## config.mk

```make
export PLATFORM = sky130hd
export DESIGN_NAME = burst_addr_gen
export DESIGN_NICKNAME = d
export VERILOG_FILES = /design/src/rtl/burst_pkg.sv /design/src/rtl/burst_beat_ctr.sv /design/src/rtl/burst_order_map.sv /design/src/rtl/burst_addr_gen.sv
export SDC_FILE = /design/constraint.sdc
export NUM_CORES = 1
export LEC_CHECK = 0
export BUFFER_PORTS_ARGS = -buffer_cell sky130_fd_sc_hd__buf_2
export CAP_MARGIN = 20
export CORE_MARGIN = 4
export CORE_UTILIZATION = 25
export CTS_BUF_LIST = sky130_fd_sc_hd__clkbuf_2 sky130_fd_sc_hd__clkbuf_4 sky130_fd_sc_hd__clkbuf_8
export CTS_CLUSTER_SIZE = 24
export DETAILED_ROUTE_END_ITERATION = 12
export REMOVE_ABC_BUFFERS = 1
export SLEW_MARGIN = 10
export SYNTH_ARGS = -nofsm -noshare
export SYNTH_HDL_FRONTEND = slang
export SYNTH_SLANG_ARGS = --single-unit
export TNS_END_PERCENT = 1
```

## constraint.sdc

```tcl
create_clock -name clk -period 1.03 [get_ports clk]
set_input_delay 0.103 -clock clk [delete_from_list [all_inputs] [get_ports clk]]
set_output_delay 0.103 -clock clk [all_outputs]
set_load 0.02 [all_outputs]
```

## src/rtl/burst_pkg.sv

```systemverilog
package burst_pkg;
    typedef enum logic {
        ORD_LINEAR     = 1'b0,
        ORD_INTERLEAVE = 1'b1
    } order_e;
endpackage

```

## src/rtl/burst_beat_ctr.sv

```systemverilog
module burst_beat_ctr #(
    parameter int BEAT_W = 2
) (
    input  logic              clk,
    input  logic              rst_n,
    input  logic              clear,
    input  logic              step,
    output logic [BEAT_W-1:0] cnt
);
    typedef struct packed {
        logic [BEAT_W-1:0] cnt;
    } ctr_t;

    ctr_t st_d, st_q;

    always_comb begin
        st_d = st_q;
        if (clear) begin
            st_d.cnt = '0;
        end else if (step) begin
            st_d.cnt = st_q.cnt + 1'b1;
        end
    end

    always_ff @(posedge clk or negedge rst_n) begin
        if (!rst_n) begin
            st_q <= '0;
        end else begin
            st_q <= st_d;
        end
    end

    assign cnt = st_q.cnt;
endmodule

```

## src/rtl/burst_order_map.sv

```systemverilog
module burst_order_map
    import burst_pkg::*;
#(
    parameter int BEAT_W = 2
) (
    input  order_e            order,
    input  logic [BEAT_W-1:0] start_lo,
    input  logic [BEAT_W-1:0] beat,
    output logic [BEAT_W-1:0] lo
);
    logic [BEAT_W-1:0] lin_lo;
    logic [BEAT_W-1:0] ilv_lo;

    always_comb begin
        lin_lo = start_lo + beat;
        ilv_lo = start_lo ^ beat;
        lo     = (order == ORD_INTERLEAVE) ? ilv_lo : lin_lo;
    end
endmodule

```

## src/rtl/burst_addr_gen.sv

```systemverilog
module burst_addr_gen
    import burst_pkg::*;
#(
    parameter int ADDR_W = 21,
    parameter int BEAT_W = 2
) (
    input  logic              clk,
    input  logic              rst_n,
    input  logic              order_sel,
    input  logic              ld_proc,
    input  logic              ld_ctrl,
    input  logic              adv,
    input  logic [ADDR_W-1:0] ld_addr,
    output logic [ADDR_W-1:0] cur_addr,
    output logic [BEAT_W-1:0] beat_idx
);
    localparam int HI_W = ADDR_W - BEAT_W;

    typedef struct packed {
        logic [ADDR_W-1:0] base;
    } base_t;

    base_t             st_d, st_q;
    logic              load;
    logic              step;
    logic [BEAT_W-1:0] cnt;
    logic [BEAT_W-1:0] lo;
    order_e            order;

    always_comb begin
        load  = ld_proc | ld_ctrl;
        step  = adv & ~load;
        order = order_e'(order_sel);
        st_d  = st_q;
        if (load) begin
            st_d.base = ld_addr;
        end
    end

    always_ff @(posedge clk or negedge rst_n) begin
        if (!rst_n) begin
            st_q <= '0;
        end else begin
            st_q <= st_d;
        end
    end

    burst_beat_ctr #(.BEAT_W(BEAT_W)) u_ctr (
        .clk   (clk),
        .rst_n (rst_n),
        .clear (load),
        .step  (step),
        .cnt   (cnt)
    );

    burst_order_map #(.BEAT_W(BEAT_W)) u_map (
        .order    (order),
        .start_lo (st_q.base[BEAT_W-1:0]),
        .beat     (cnt),
        .lo       (lo)
    );

    generate
        if (HI_W > 0) begin : g_hi
            assign cur_addr = {st_q.base[ADDR_W-1:BEAT_W], lo};
        end else begin : g_lo_only
            assign cur_addr = lo;
        end
    endgenerate

    assign beat_idx = cnt;
endmodule

```

==> run_results.csv <==
group,metric,value,unit
run_status,status,"complete, but fails checks",
run_status,violations,"setup timing",
hold_path,min_to,"st_q[12]",
finish,area_growth,19.9,%
yosys,ys_ff_latch,23,
yosys,async_flop_share,100,%
finish,drive_gt1_share,72.1,%
worst_setup_path,cp-start-kind,"flop",
power_and_ir_drop,p_total,2000,uW
die,ios,50,
worst_setup_path,worstPathMaxFanout,2,
cts,cts_setup_buffers,0,
worst_setup_path,path_buf_inv,1,
finish,antennaDiodeCount,0,
cts,htree_num_levels,1,
yosys,synth_top_area_cell,"dfrtp_1",
routing,vias,662,
worst_setup_path,cp_slowest_stage_delay,0.39,ns
cts,cts_root_buf,"clkbuf_8",
timing,finalSetupViolCount,3,
worst_setup_path,slowest_stage,"dfrtp_1",
cts,cts_made_buffers,3,
die,rows,24,
worst_setup_path,crit_arrival,1.22,ns
routing,drc,0,
worst_setup_path,rrSetupSlack,0.09,ns
grt,grt_pass1_vias,751,
power_and_ir_drop,powerDensity,1450,nW/um2
worst_setup_path,worstPathRequired,0.93,ns
yosys,synth.most_common_cell,"dfrtp_1",
routing,routedWlPerCell,12.9,um
routing,drt_iter0_drc,6,
worst_setup_path,path_depth,4,
worst_setup_path,r2r_end,"u_ctr.cnt[1]",
finish,finalNetCount,140,
die,die_area,5750,um2
yosys,synthCells,76,
yosys,synth_edf_count,0,
finish,finalCoreUtilization,31.3,%
worst_setup_path,r2r_start,"u_ctr.cnt[0]",
timing,slew_violations,0,
place,dp.cells,158,
die,initial_core_util,26.1,%
worst_setup_path,critical_path_class,"flop to primary output",
die,die_w,75.9,um
worst_setup_path,critical_path.top_delay_family,"flip-flops",
yosys,yosysSeqAreaShare,50.0,%
grt,grt-ovfl-total,0,
timing,hold_viol,0,
routing,drtAntennaViolNets,0,
place,dp_hpwl,1570,um
grt,grt_usage,7.88,%
finish,nFillCells,445,
grt,grt_pass1_wl,3430,um
yosys,yosysUniqueCellTypes,14,
yosys,synthTopCellsByArea,"dfrtp_1 (50%), mux2_4 (23%), buf_4 (12%)",
timing,fin_ws,-0.297,ns
timing,worst_clock_skew,0.000593,ns
run,maxCapViolCount,0,
power_and_ir_drop,ir_drop,0.397,mV
worst_setup_path,worstSetupStartpoint,"st_q[0]",
timing,tightestPinTransition,0.516,ns
yosys,syn_area,1150,um2
cts,clockBufferDepth,2,
grt,grt_max_degree,24,
place,portBuffers,49,
grt,antenna_found_initial,0,
place,place.gp.congestion,0.636,
worst_setup_path,r2r_cells,3,
hold_path,holdPathStages,2,
hold_path,hp-start,"ld_addr[12]",
timing,rsz0062_at_grt,"yes",
worst_setup_path,cp-end-kind,"primary output",
timing,fin_crit_sh,129,%
yosys,synthTopCellsByCount,"dfrtp_1 (23), buf_4 (19), mux2_4 (18)",
routing,routed_wirelength,2100,um
timing,fmax,0.753,GHz
power_and_ir_drop,leakagePower,0.000718,uW
yosys,ys.flop_type,"dfrtp_1",
timing,period_minus_slack,1.33,ns
yosys,synth_top_area_share,50.0,%
die,core,4410,um2
cts,cts_tree,"built",
hold_path,hp-class,"input port to flop",
yosys,ys_warn_count,0,
cts,clk_latency,0.26,ns
routing,first_pass_iters,2,
cts,clkSinkCount,23,
yosys,synth_area_per_cell,15.1,um2
worst_setup_path,cp_cell_sequence,"ha_2 > nor2b_4 > xnor2_1 > buf_4",
cts,path_clk_slew,0.08,ns
finish,stdcell_count,163,
timing,slew_headroom,65.6,%
routing,via_per_inst,4.06,
die,fp.dieH,75.9,um
report_power, final:
group          internal [uW]  switching (uW)  leakage, uW
logic                    226             212     0.000420
registers                974            39.0     0.000272
clock network            269             276    0.0000255
total                   1470             528     0.000718
metrics by stage:
stage | hold slack [ns] | TNS [ns] | instance area [um2] | setup slack, ns
after global routing | 0.0564 | -0.656 | 1380 | -0.362
after detailed placement | 0.117 | -0.855 | 1300 | -0.0806
after CTS | 0.0543 | -0.599 | 1380 | -0.351
after floorplan | -0.193 | -7.04 | 957 | -0.367
after global placement | 0.0972 | -0.509 | 1300 | -0.0286
final | 0.0686 | -0.500 | 1380 | -0.297
layout by cell type (no fill, tap or decap), drive strengths merged:
cell type,n
buf,52
dfrtp,23
mux2,21
xnor2,3
clkbuf,3
nor2b,1
or2,1
a21bo,1
nand3b,1
a21oi,1
nor2,1
ha,1
clkinv,1
dlygate4sd3,1
logic make-up after synthesis:
kind of cell             synth area share, %
AND/OR/NAND/NOR                         2.07
AO/OA/AOI/OAI                           1.30
XOR/XNOR                                2.28
flip-flops                              50.0
adder cells (fa/ha/maj)                 1.09
buffers and inverters                   16.8
multiplexers                            26.4
metal layers:
layer / global-route usage, % / part of all wire, % / vias up
li1: - / - / 302
met1: 9.95 / 42 / 325
met5: 0 / 0 / -
met3: 2.51 / 9.1 / 2
met4: 2.33 / 0.29 / 0
met2: 12.8 / 49 / 33
sequential cells by signal, indices dropped and copies added, names as in the netlist:
| register | cells |
|---|---|
| st_q | 21 |
| u_ctr.cnt | 2 |
final cells by class:
type / count / area [um2] / area share (%)
sequential: 23 / 576 / 41.7
multi-input combinational: 31 / 392 / 28.4
timing repair buffer: 53 / 302 / 21.8
clock buffer: 3 / 41.3 / 2.99
clock inverter: 1 / 5.00 / 0.363
tap: 52 / 65.1 / 4.71
worst max path at each step:
stage / to / slack [ns]
final: cur_addr[1] / -0.30
after global routing: cur_addr[1] / -0.36
after CTS: cur_addr[1] / -0.35
after detailed placement: cur_addr[1] / -0.08
after global placement: st_q[6] / -0.03
after floorplan: st_q[0] / -0.37
timing repair:
action | CTS | global route
hold endpoints to repair | 23 | 0
resized for setup | 6 | 1
cloned | 0 | 0
pin swaps | 2 | 1
hold buffers | 1 | 0
setup endpoints to repair | 3 | 3
(Power assumes the default switching activity.)
